[src/rtl/booth_r2_pkg.sv]
package booth_r2_pkg;

  // One recoded digit: nz = digit is non-zero, neg = digit is -1.
  typedef struct packed {
    logic nz;
    logic neg;
  } booth_digit_t;

  // Digit value = lower bit minus current bit.
  function automatic booth_digit_t recode_pair(input logic lower_bit, input logic cur_bit);
    booth_digit_t d;
    d.nz  = lower_bit ^ cur_bit;
    d.neg = cur_bit & ~lower_bit;
    return d;
  endfunction

endpackage

[src/rtl/booth_digit_recoder.sv]
module booth_digit_recoder
  import booth_r2_pkg::*;
#(
  parameter int WB = 8
) (
  input  logic [WB-1:0] mplier,
  output logic [WB-1:0] dig_nz,
  output logic [WB-1:0] dig_neg
);

  // Multiplier extended with an implied zero below bit 0.
  logic [WB:0] scan_bits;
  assign scan_bits = {mplier, 1'b0};

  for (genvar g = 0; g < WB; g++) begin : g_digit
    booth_digit_t d;
    assign d          = recode_pair(scan_bits[g], scan_bits[g+1]);
    assign dig_nz[g]  = d.nz;
    assign dig_neg[g] = d.neg;
  end

endmodule

[src/rtl/booth_row_select.sv]
module booth_row_select #(
  parameter int WA  = 8,
  parameter int PW  = 16,
  parameter int ROW = 0
) (
  input  logic [WA-1:0] mcand,
  input  logic          nz,
  input  logic          neg,
  output logic [PW-1:0] row,
  output logic          corr
);

  localparam int EXT = PW - WA;

  // Sign-extend the multiplicand to the full product width.
  function automatic logic [PW-1:0] sext(input logic [WA-1:0] v);
    return {{EXT{v[WA-1]}}, v};
  endfunction

  logic [PW-1:0] ext_val;
  logic [PW-1:0] sel_val;

  assign ext_val = sext(mcand);
  assign sel_val = neg ? ~ext_val : ext_val;
  assign row     = nz ? (sel_val << ROW) : '0;
  // The +1 that completes the negation, weighted at this row's lowest position.
  assign corr    = nz & neg;

endmodule

[src/rtl/booth_row_adder.sv]
module booth_row_adder #(
  parameter int PW   = 16,
  parameter int ROWS = 8
) (
  input  logic [ROWS-1:0][PW-1:0] rows,
  input  logic [PW-1:0]           corr_vec,
  output logic [PW-1:0]           sum
);

  function automatic logic [PW-1:0] add_rows(input logic [ROWS-1:0][PW-1:0] r,
                                             input logic [PW-1:0] c);
    logic [PW-1:0] acc;
    acc = c;
    for (int i = 0; i < ROWS; i++) begin
      acc = acc + r[i];
    end
    return acc;
  endfunction

  assign sum = add_rows(rows, corr_vec);

endmodule

[src/rtl/booth_r2_mult.sv]
module booth_r2_mult #(
  parameter int WA = 8,
  parameter int WB = 8
) (
  input  logic             clk,
  input  logic             rst_n,
  input  logic             in_valid,
  input  logic [WA-1:0]    mcand,
  input  logic [WB-1:0]    mplier,
  output logic             out_valid,
  output logic [WA+WB-1:0] product
);

  localparam int PW = WA + WB;

  // Named internal events for the checker.
  logic [WB-1:0]          dig_nz;
  logic [WB-1:0]          dig_neg;
  logic [WB-1:0][PW-1:0]  rows;
  logic [WB-1:0]          corr_bits;
  logic [PW-1:0]          corr_vec;
  logic [PW-1:0]          sum_comb;

  booth_digit_recoder #(.WB(WB)) recoder_i (
    .mplier  (mplier),
    .dig_nz  (dig_nz),
    .dig_neg (dig_neg)
  );

  for (genvar g = 0; g < WB; g++) begin : g_row
    booth_row_select #(.WA(WA), .PW(PW), .ROW(g)) sel_i (
      .mcand (mcand),
      .nz    (dig_nz[g]),
      .neg   (dig_neg[g]),
      .row   (rows[g]),
      .corr  (corr_bits[g])
    );
  end

  assign corr_vec = {{(PW-WB){1'b0}}, corr_bits};

  booth_row_adder #(.PW(PW), .ROWS(WB)) adder_i (
    .rows     (rows),
    .corr_vec (corr_vec),
    .sum      (sum_comb)
  );

  always_ff @(posedge clk or negedge rst_n) begin
    if (!rst_n) begin
      out_valid <= 1'b0;
      product   <= '0;
    end else begin
      out_valid <= in_valid;
      if (in_valid) begin
        product <= sum_comb;
      end
    end
  end

endmodule

[config.mk]
export PLATFORM = sky130hd
export DESIGN_NAME = booth_r2_mult
export DESIGN_NICKNAME = d
export VERILOG_FILES = /design/src/rtl/booth_r2_pkg.sv /design/src/rtl/booth_digit_recoder.sv /design/src/rtl/booth_row_select.sv /design/src/rtl/booth_row_adder.sv /design/src/rtl/booth_r2_mult.sv
export SDC_FILE = /design/constraint.sdc
export NUM_CORES = 1
export LEC_CHECK = 0
export BUFFER_PORTS_ARGS = -buffer_cell sky130_fd_sc_hd__buf_4
export CORE_MARGIN = 3
export CORE_UTILIZATION = 35
export DETAILED_ROUTE_END_ITERATION = 8
export GPL_ROUTABILITY_DRIVEN = 0
export PLACE_DENSITY_LB_ADDON = 0.3
export RECOVER_POWER = 100
export SLEW_MARGIN = 10
export SYNTH_ARGS = -nofsm -noshare
export SYNTH_HDL_FRONTEND = slang
export SYNTH_SLANG_ARGS = --single-unit
[constraint.sdc]
create_clock -name clk -period 0.9 [get_ports clk]
set_input_delay 0.27 -clock clk [delete_from_list [all_inputs] [get_ports clk]]
set_output_delay 0.27 -clock clk [all_outputs]
set_load 0.1 [all_outputs]
Word level (Yosys, flattened, before mapping)
Cells that the tools add are included.

Bitwise operators: 29. Muxes and demuxes: 15. Add/subtract/negate cells: 8.

Operators with widths (count): $mux W16 (8); $add A16 B16 Y16 (7); $add A8 B16 Y16 (1); $not A16 Y16 (1); $mux W15 (1); $and A1 B1 Y1 (14); $mux W14 (1); $mux W13 (1); $mux W12 (1); $mux W11 (1); $mux W10 (1); $mux W9 (1); $not A1 Y1 (7); $xor A1 B1 Y1 (7).

Output and inout bits: 17. Bits of input ports: 19. Register bits: 17.

Depth between registers and ports, before layout
Gate-level depths: netlist of run 1.

Depth in word-level cells: 11. Mapped depth: 19. Gate-level depth less buffers: 17.

By module
A second synthesis of run 1 with hierarchy kept.

Cell total of the unflattened synthesis: 600. Area, all modules: 5724.2 µm².

Modules (own cells, without submodules): booth_row_adder (area each 3273.1 µm², sequential area each 0.0 µm², times used 1, cells each 326); booth_row_select at g_row[1].sel_i ... (area each 202.7 µm², sequential area each 0.0 µm², times used 7, cells each 27); booth_r2_mult (area each 678.2 µm², sequential area each 425.4 µm², times used 1, cells each 36); booth_row_select at g_row[0].sel_i (area each 198.9 µm², sequential area each 0.0 µm², times used 1, cells each 26); booth_digit_recoder (area each 155.1 µm², sequential area each 0.0 µm², times used 1, cells each 23).

Worst setup path after synthesis of run 1
OpenSTA, ideal clock, no wires.

Path type: input-to-reg. Start point: input mplier[2]. End point: register product[15]. Setup slack: -3.736 ns. Arrival: 4.567 ns. Stages: 18. Library setup time: 0.069 ns. Cells stage by stage: inv_1 > ha_1 > clkbuf_1 > xor2_1 > nand2b_1 > inv_1 > fa_1 > fa_1 > fa_1 > inv_1 > fa_1 > inv_1 > ha_1 > buf_2 > a21oi_1 > o21ai_1 > a2111o_1 > nand3_1.

Longest elaborated chain between the ends: 11.

Ends and longest elaborated chain: from (decl) (RTL line booth_r2_mult.sv:9) `input logic [WB-1:0] mplier,`; $not A1 Y1 (RTL line booth_r2_pkg.sv:13) `d.neg = cur_bit & ~lower_bit;`; $and A1 B1 Y1 (RTL line booth_r2_pkg.sv:13); $and A1 B1 Y1 (RTL line booth_row_select.sv:27) `assign corr = nz & neg;`; $add A8 B16 Y16 (RTL line booth_row_adder.sv:15) `acc = acc + r[i];`; $add A16 B16 Y16 (2 in a row) (RTL line booth_row_adder.sv:15); $add A16 B16 Y16 * (5 in a row) (RTL line booth_row_adder.sv:15); to (signal assigned) (RTL line booth_r2_mult.sv:55) `product <= sum_comb;`; to (decl) (RTL line booth_r2_mult.sv:11) `output logic [WA+WB-1:0] product`.

Every way passes the cells marked *; elsewhere a longest branch is shown, timed or not. A chain may end at the register's enable or synchronous reset.

Final worst setup path of run 1
Ends and elaborated chain as after synthesis.

==> run_results.csv, run 1 <==
group,metric,value,unit
final_layout,syn2layout_area_growth,57.3,%
synth,yosys-top-cells-count,"inv_1, fa_1, nor2_1",
synth,netlist.area_leader.share,28.8,%
final_layout,postLayoutCoreUtil,57.9,%
global_route,grt_usage,16.0,%
run,maxCapViolCount,0,
final_layout,fillers,875,
placement,io_buffers,35,
sta,hold_viol,0,
drt,num_vias,3223,
final_layout,num-nets-final,661,
final_layout,diodes,0,
synth,netlist_area,3890,sq um
floorplan,fp.coreArea,10600,sq um
global_route,grt_first_pass_wirelength,16600,um
hold_path,hp-start,"in_valid",
hold_path,worstHoldEndpoint,"out_valid$_DFF_PN0_",
drt,viasPerCell,4.75,
sta,rsz0062_at_grt,"true",
sta,fin_setup_tns,-43.21,ns
critical_path,end_kind,"flop",
sta,finalCriticalPeriod,3.98,ns
clock_tree,htree_levels,1,
synth,synth_area_leaders,"fa_1, ha_1, dfrtp_1",
synth,synth.most_common_cell,"inv_1",
global_route,antenna_found_initial,0,
synth,synth_edf_count,0,
global_route,grt_overflow,0,
drt,routed_wl,9330,um
clock_tree,clkLatencyLatePin,0.25,ns
critical_path,required,1.09,ns
synth,syn-num-nets,552,
sta,tightest_slew,0.395,ns
sta,fmaxAchievable,251,MHz
clock_tree,root_buffer,"clkbuf_8",
sta,holdWs,0.360,ns
floorplan,die_y,111,um
drt,first_iter_violations,100,
clock_tree,cts_num_sinks,17,
synth,synth_top_area_cell,"fa_1",
critical_path,critPathLaunchType,"input pin",
hold_path,hp-class,"in -> reg",
clock_tree,clock_path_buffers,2,
global_route,grt_pass1_vias,3598,
synth,synth_cells,435,
sta,drv_slew,0,
floorplan,die-area,12400,sq um
drt,drc,0,
floorplan,pin_count,36,
critical_path,reg2reg_depth,3,
floorplan,initial_utilization,36.8,%
synth,async_reset_ff_share,100,%
synth,synth_warnings,0,
synth,ys.flop_type,"dfrtp_1",
critical_path,critical_path_class,"in -> reg",
critical_path,timing.rr.end,"product[9]$_DFFE_PN0P_",
clock_tree,tritoncts,"yes",
clock_tree,clkTransAtPathRegs,0.07,ns
critical_path,critPathMaxFanout,7,
sta,relSlewSlack,73.7,%
sta,fin_worst_skew,0,ns
critical_path,cp_data_arrival_time,4.18,ns
synth,synth_seq_cells,17,
global_route,grt_start_max_net_pins,21,
sta,setup-violations-final,32,
critical_path,r2r_slack,-0.23,ns
outcome,status,"complete, but fails checks",
clock_tree,cts_made_buffers,3,
outcome,failed_checks,"setup timing",
synth,ys_types,39,
floorplan,core.rowCount,37,
placement,place_worst_setup_slack,-3.49,ns
hold_path,hold_depth,2,
sta,post-route-period-util,442,%
drt,routedWlPerCell,13.7,um
synth,seq_area_frac_synth,10.9,%
placement,dpl.hpwl,7590,um
drt,firstDrtPassIters,4,
final_layout,drive_above_1_share,46.2,%
critical_path,worstReg2RegStart,"product[9]$_DFFE_PN0P_",
synth,syn_area_per_cell,8.93,sq um
floorplan,die_w,111,um
drt,ant_nets,0,
sta,final.setup.worst_slack,-3.08,ns
worst max-delay path, stage by stage:
cell	delay [ns]
buf_12	0.09
inv_8	0.03
ha_4	0.18
buf_4	0.14
xnor2_1	0.17
nor2_1	0.08
fa_1	0.54
inv_1	0.05
fa_1	0.48
inv_1	0.05
fa_1	0.53
inv_1	0.05
fa_1	0.49
inv_2	0.05
ha_4	0.17
a21oi_4	0.17
o211ai_1	0.17
a2111o_1	0.40
nand3_1	0.06
state kept, by name (all words and copies together) (netlist names):
name / count
product: 16
out_valid: 1
worst max path at each step:
stage                    from                 endpoint  slack [ns]  cells past startpoint
floorplan           mplier[2]  product[15]$_DFFE_PN0P_       -3.15                     18
global placement    mplier[4]  product[15]$_DFFE_PN0P_       -3.46                     16
detailed placement  mplier[4]  product[15]$_DFFE_PN0P_       -3.49                     16
CTS                 mplier[3]   product[9]$_DFFE_PN0P_       -3.05                     17
global route        mplier[2]  product[15]$_DFFE_PN0P_       -3.22                     19
finish              mplier[2]  product[15]$_DFFE_PN0P_       -3.08                     19
timing repair:
item                       in CTS  in global routing
pin swaps                      54                 48
hold endpoints to repair       17                  0
cloned                          0                  0
hold buffers                    1                  0
buffers inserted               18                  9
setup endpoints to repair      32                 32
resized for setup             106                 37
layout make-up:
cell class | count | area (sq um) | area share [%]
clock buffers | 4 | 45.0 | 0.737
inverters | 86 | 364 | 5.95
multi-input cells | 307 | 3710 | 60.7
flip-flops and latches | 17 | 485 | 7.94
well taps | 136 | 170 | 2.78
repair buffers | 129 | 1340 | 21.9
layer usage:
metal / part of all wire, % / vias to the layer above / wire length [um] / global-route usage [%]
met3: 2.2 / 6 / 208 / 2.12
met5: 0 / - / 0 / 0
met2: 54 / 41 / 5030 / 30.4
met1: 43 / 1626 / 4020 / 19.8
met4: 0.73 / 0 / 68 / 1.62
li1: - / 1550 / - / -
placed cells by master (no fill, tap or decap), types with 3 or more instances in the layout:
cell / netlist / final
xnor2_2: 0 / 10
nand2_1: 8 / 6
buf_4: 0 / 87
inv_1: 84 / 67
clkbuf_8: 0 / 3
nand3_1: 6 / 6
fa_2: 0 / 6
a21oi_1: 12 / 6
a21oi_4: 0 / 5
nand2b_4: 0 / 3
o211ai_1: 7 / 7
dfrtp_4: 0 / 16
ha_1: 42 / 17
nor2_1: 52 / 45
fa_1: 56 / 50
a211oi_2: 0 / 3
nor2b_1: 4 / 4
nand2b_1: 16 / 13
mux2_4: 0 / 6
nand4_1: 3 / 3
nor2_2: 0 / 7
a21o_1: 3 / 3
ha_4: 0 / 24
xnor2_1: 45 / 33
buf_12: 0 / 25
inv_2: 2 / 14
buf_6: 0 / 14
xor2_1: 16 / 13
per-stage QoR:
stage | area, sq um | std cells
after floorplan | 4400 | 435
after global placement | 5130 | 648
after detailed placement | 5130 | 648
after CTS | 5850 | 670
after global routing | 6110 | 679
final | 6110 | 679
cell families after synthesis:
logic type               synth area share (%)
AO/OA/AOI/OAI                            7.12
XOR/XNOR                                 14.3
adder cells (fa/ha/maj)                  42.4
buffers and inverters                    10.8
flip-flops                               10.9
multiplexers                             2.54
AND/OR/NAND/NOR                          11.9
Power of run 1 is left out: the tool's default activity adds up to more than one toggle a clock period on the data nets, which glitch-free logic cannot reach.
==> run 2: changes to the inputs <==
==> constraint.sdc (replaced) <==
create_clock -name clk -period 4.14 [get_ports clk]
set_input_delay 0.207 -clock clk [delete_from_list [all_inputs] [get_ports clk]]
set_output_delay 0.207 -clock clk [all_outputs]
set_load 0.1 [all_outputs]
==> run_results.csv, run 2 (synthesized netlist as in run 1, its figures left out) <==
group,metric,value,unit
outcome,status,"finished, final reports clean",
sta,post-route-period-util,97.3,%
global_route,met1_usage,17.9,%
sta,fmaxAchievable,248,MHz
global_route,use_met2,27.5,%
critical_path,slowest_stage,"fa_1",
hold_path,hold_depth,1,
critical_path,slowest_delay,0.56,ns
final_layout,layout_commonest_cell,"inv_1",
critical_path,critical_path_class,"in -> reg",
global_route,grtUsageMet3,1.58,%
critical_path,cp_data_arrival_time,4.21,ns
drt,first_iter_violations,86,
critical_path,worstReg2RegStart,"product[13]$_DFFE_PN0P_",
drt,drc,0,
final_layout,postLayoutCoreUtil,46.7,%
final_layout,drive_above_1_share,24.7,%
run,maxCapViolCount,0,
floorplan,initial_utilization,36.8,%
sta,tightest_slew,1.17,ns
placement,io_buffers,35,
drt,routedWlPerCell,13.6,um
global_route,grt_overflow,0,
floorplan,pin_count,36,
clock_tree,cts_num_sinks,17,
sta,relSlewSlack,22.2,%
sta,drv_slew,0,
critical_path,critPathLaunchType,"input pin",
hold_path,hp-class,"in -> reg",
drt,viasPerCell,4.81,
clock_tree,tritoncts,"yes",
critical_path,end_kind,"flop",
critical_path,r2r_slack,3.19,ns
final_layout,layout_common_cells,"inv_1, buf_4, fa_1",
final_layout,regMostFlops,"product",
drt,ant_nets,0,
critical_path,reg2reg_depth,2,
sta,holdWs,0.239,ns
final_layout,largest_reg_flops,16,
clock_tree,root_buffer,"clkbuf_8",
global_route,grt_pass1_vias,3315,
hold_path,worstHoldEndpoint,"out_valid$_DFF_PN0_",
sta,fin_setup_tns,0,ns
global_route,grt_usage,14.4,%
floorplan,die_w,111,um
clock_tree,clkTransAtPathRegs,0.06,ns
global_route,grt_start_max_net_pins,27,
critical_path,timing.rr.end,"product[13]$_DFFE_PN0P_",
final_layout,reg_top3,"product (16), out_valid (1)",
floorplan,core.rowCount,37,
final_layout,num-nets-final,624,
final_layout,regArea,425,sq um
drt,num_vias,3089,
clock_tree,htree_levels,1,
final_layout,stdcell_area,4920,sq um
critical_path,crit_chain,"buf_4, inv_2, ha_4, buf_12, buf_4, xnor2_1, nor2_1, fa_1, fa_1, fa_1, ha_1, ha_2, fa_2, a21oi_2, o211ai_1, buf_4, a211o_1, nand4_1",
drt,routed_wl,8700,um
sta,hold_viol,0,
clock_tree,clkLatencyLatePin,0.24,ns
global_route,grt_first_pass_wirelength,15100,um
drt,firstDrtPassIters,4,
clock_tree,cts_made_buffers,3,
final_layout,syn2layout_area_growth,26.7,%
sta,finalCriticalPeriod,4.03,ns
sta,fin_worst_skew,0,ns
critical_path,required,4.32,ns
global_route,antenna_found_initial,0,
sta,setup-violations-final,0,
final_layout,fillers,1025,
global_route,grt_busiest_layer,"met2",
critical_path,critPathMaxFanout,8,
floorplan,fp.coreArea,10600,sq um
clock_tree,clock_path_buffers,2,
placement,dpl.hpwl,7460,um
final_layout,diodes,0,
final_layout,multi_input_area,3300,sq um
floorplan,die-area,12400,sq um
hold_path,hp-start,"in_valid",
placement,post_dp_cell_area,4690,sq um
floorplan,die_y,111,um
-- run 2: stage by stage --
| stage | cells | setup WS [ns] |
|---|---|---|
| finish | 642 | 0.111 |
| global route | 642 | -0.0311 |
| CTS | 637 | 0.0122 |
| detailed placement | 632 | -0.317 |
| global placement | 632 | -0.241 |
| floorplan | 435 | -0.0588 |
-- run 2: layout make-up --
class,instances,share of cell area (%)
multi-input cells,307,67.0
repair buffers,92,13.5
flip-flops and latches,17,8.64
inverters,86,6.55
well taps,136,3.46
clock buffers,4,0.915
-- run 2: worst max-delay path, delay by kind of cell --
| family | cells | cell delay [ns] |
|---|---|---|
| simple gates | 2 | 0.25 |
| xor+xnor | 1 | 0.11 |
| compound gates | 3 | 0.57 |
| buf+inv | 5 | 0.59 |
| fa+ha+maj | 7 | 2.47 |
-- run 2: layer usage --
| layer | share of wire (%) | vias up |
|---|---|---|
| li1 | - | 1481 |
| met1 | 43 | 1548 |
| met2 | 53 | 48 |
| met3 | 2.6 | 12 |
| met4 | 1.5 | 0 |
| met5 | 0 | - |
-- run 2: worst max path at each step --
stage,startpoint,end,slack (ns)
after floorplan,mplier[3],product[15]$_DFFE_PN0P_,-0.06
after global placement,mplier[2],product[14]$_DFFE_PN0P_,-0.24
after detailed placement,mplier[0],product[15]$_DFFE_PN0P_,-0.32
after CTS,mplier[4],product[15]$_DFFE_PN0P_,0.01
after global routing,mplier[4],product[15]$_DFFE_PN0P_,-0.03
final,mplier[3],product[14]$_DFFE_PN0P_,0.11
-- run 2: what timing repair did --
| action | 4_1_cts | 5_1_grt |
|---|---|---|
| resized for setup | 8 | 31 |
| cloned | 0 | 0 |
| setup endpoints to repair | 3 | 7 |
| pin swaps | 1 | 20 |
| setup buffers | 0 | 5 |
| hold endpoints to repair | 17 | 0 |
| hold buffers | 1 | 0 |
Power of run 2 is left out for the same reason.
==> run 3: changes to the inputs <==
--- a/config.mk
+++ b/config.mk
@@ -5,7 +5,7 @@
 export SDC_FILE = /design/constraint.sdc
 export NUM_CORES = 1
 export LEC_CHECK = 0
-export BUFFER_PORTS_ARGS = -buffer_cell sky130_fd_sc_hd__buf_4
+export BUFFER_PORTS_ARGS = -buffer_cell sky130_fd_sc_hd__clkbuf_2
 export CORE_MARGIN = 3
 export CORE_UTILIZATION = 35
 export DETAILED_ROUTE_END_ITERATION = 8
==> run_results.csv, run 3 (synthesized netlist as in run 1, its figures left out) <==
group,metric,value,unit
final_layout,regMostFlops,"product",
sta,hold_viol,0,
critical_path,cpMostUsedCell,"fa_1",
final_layout,largest_reg_flops,16,
floorplan,core.rowCount,37,
critical_path,crit_chain,"clkbuf_2, buf_4, ha_4, xor2_1, nand2b_1, inv_2, fa_1, fa_2, fa_1, inv_1, fa_1, inv_1, ha_4, a21oi_4, o21ai_2, a2111o_1, nand3_1",
global_route,grt_pass1_vias,3287,
placement,io_buffers,35,
run,maxCapViolCount,0,
drt,wl_met1,3650,um
floorplan,die_y,111,um
drt,viasPerCell,4.74,
sta,setup-violations-final,0,
drt,ant_nets,0,
sta,final.setup.worst_slack,0.118,ns
critical_path,end_kind,"flop",
critical_path,slowest_delay,0.58,ns
global_route,antenna_found_initial,0,
sta,tightest_slew,1.18,ns
clock_tree,root_buffer,"clkbuf_8",
critical_path,cp_data_arrival_time,4.21,ns
clock_tree,clkLatencyLatePin,0.25,ns
hold_path,hold_depth,4,
clock_tree,htree_levels,1,
global_route,grt_overflow,0,
drt,wl_met3,225,um
drt,drc,0,
hold_path,hp-class,"in -> reg",
sta,fmaxAchievable,249,MHz
floorplan,die-area,12400,sq um
sta,holdWs,0.377,ns
drt,firstDrtPassIters,4,
final_layout,layout_common_cells,"inv_1, buf_4, fa_1",
outcome,status,"finished, final reports clean",
critical_path,required,4.33,ns
global_route,grt_start_max_net_pins,27,
critical_path,reg2reg_depth,2,
clock_tree,clkTransAtPathRegs,0.07,ns
critical_path,slowest_stage,"fa_1",
sta,finalCriticalPeriod,4.02,ns
sta,fin_worst_skew,0,ns
sta,post-route-period-util,97.1,%
final_layout,layout_commonest_cell,"inv_1",
drt,first_iter_violations,119,
sta,relSlewSlack,22.0,%
final_layout,reg_top3,"product (16), out_valid (1)",
clock_tree,cts_made_buffers,3,
sta,drv_slew,0,
critical_path,critPathMaxFanout,7,
clock_tree,tritoncts,"yes",
drt,routedWlPerCell,13.2,um
critical_path,critical_path_class,"in -> reg",
final_layout,num-nets-final,639,
critical_path,critPathLaunchType,"input pin",
final_layout,diodes,0,
clock_tree,clock_path_buffers,2,
global_route,grt_usage,14.2,%
drt,dr_wl_met2,4690,um
floorplan,initial_utilization,36.8,%
clock_tree,cts_num_sinks,17,
global_route,grt_first_pass_wirelength,14800,um
final_layout,fillers,1039,
final_layout,syn2layout_area_growth,27.5,%
drt,highest_layer,"met4",
placement,place_worst_setup_slack,-0.400,ns
drt,routed_wl,8690,um
floorplan,pin_count,36,
placement,dpl.hpwl,7310,um
final_layout,drive_above_1_share,25.9,%
drt,num_vias,3111,
floorplan,die_w,111,um
floorplan,fp.coreArea,10600,sq um
-- run 3: cell types whose count changed in the layout (fill, tap and decap cells not counted), moves of 2 or more --
cell      delta
inv_2        -3
buf_12       -3
o21a_2       +2
ha_2         -2
buf_6        +2
o21a_1       -2
inv_1        +3
ha_4         +2
clkbuf_2    +17
buf_4        -2
-- run 3: path summary, 6_finish.rpt --
check,from,to,slack [ns]
worst max-delay path,mplier[3],product[15]$_DFFE_PN0P_,0.12
worst min-delay path,mplier[0],product[0]$_DFFE_PN0P_,0.38
worst max register to register,product[13]$_DFFE_PN0P_,product[13]$_DFFE_PN0P_,3.21
worst min register to register,product[2]$_DFFE_PN0P_,product[2]$_DFFE_PN0P_,0.49
max in group asynchronous,rst_n,product[7]$_DFFE_PN0P_,2.96
min in group asynchronous,rst_n,out_valid$_DFF_PN0_,0.61
-- run 3: through the flow --
step           cells  TNS, ns  util, %  area [sq um]
3_5_place_dp     640    -2.85     43.8          4620
6_report         657        0     46.9          4950
3_3_place_gp     640    -2.30     43.8          4620
2_1_floorplan    435  -0.0588        -          3970
4_1_cts          646        0     45.0          4740
5_1_grt          657  -0.0136     46.9          4950
-- run 3: timing repair --
action,4_1_cts,5_1_grt
hold buffers,1,0
gates resized for setup,11,29
hold endpoints to repair,17,0
setup buffers,1,11
endpoints found under the setup margin,7,8
pin swaps,4,33
-- run 3: area by class of cell --
cell class | instances | area (sq um) | area share [%]
Multi-Input combinational cell | 307 | 3290 | 66.4
Tap cell | 136 | 170 | 3.43
Sequential cell | 17 | 425 | 8.59
Timing Repair Buffer | 107 | 703 | 14.2
Inverter | 86 | 323 | 6.52
Clock buffer | 4 | 45.0 | 0.909
-- run 3: worst max-delay path, delay by kind of cell --
kind | cells | cell delay (ns)
AND/OR/NAND/NOR | 2 | 0.21
AO/OA/AOI/OAI | 3 | 0.64
buffers and inverters | 5 | 0.43
XOR/XNOR | 1 | 0.16
adder cells (fa/ha/maj) | 6 | 2.55
-- run 3: routing by layer --
| layer | vias up | track usage, % |
|---|---|---|
| met5 | - | 0 |
| met4 | 0 | 1.05 |
| met3 | 8 | 1.63 |
| met2 | 51 | 27.4 |
| met1 | 1543 | 17.5 |
| li1 | 1509 | - |
Power of run 3 is left out for the same reason.
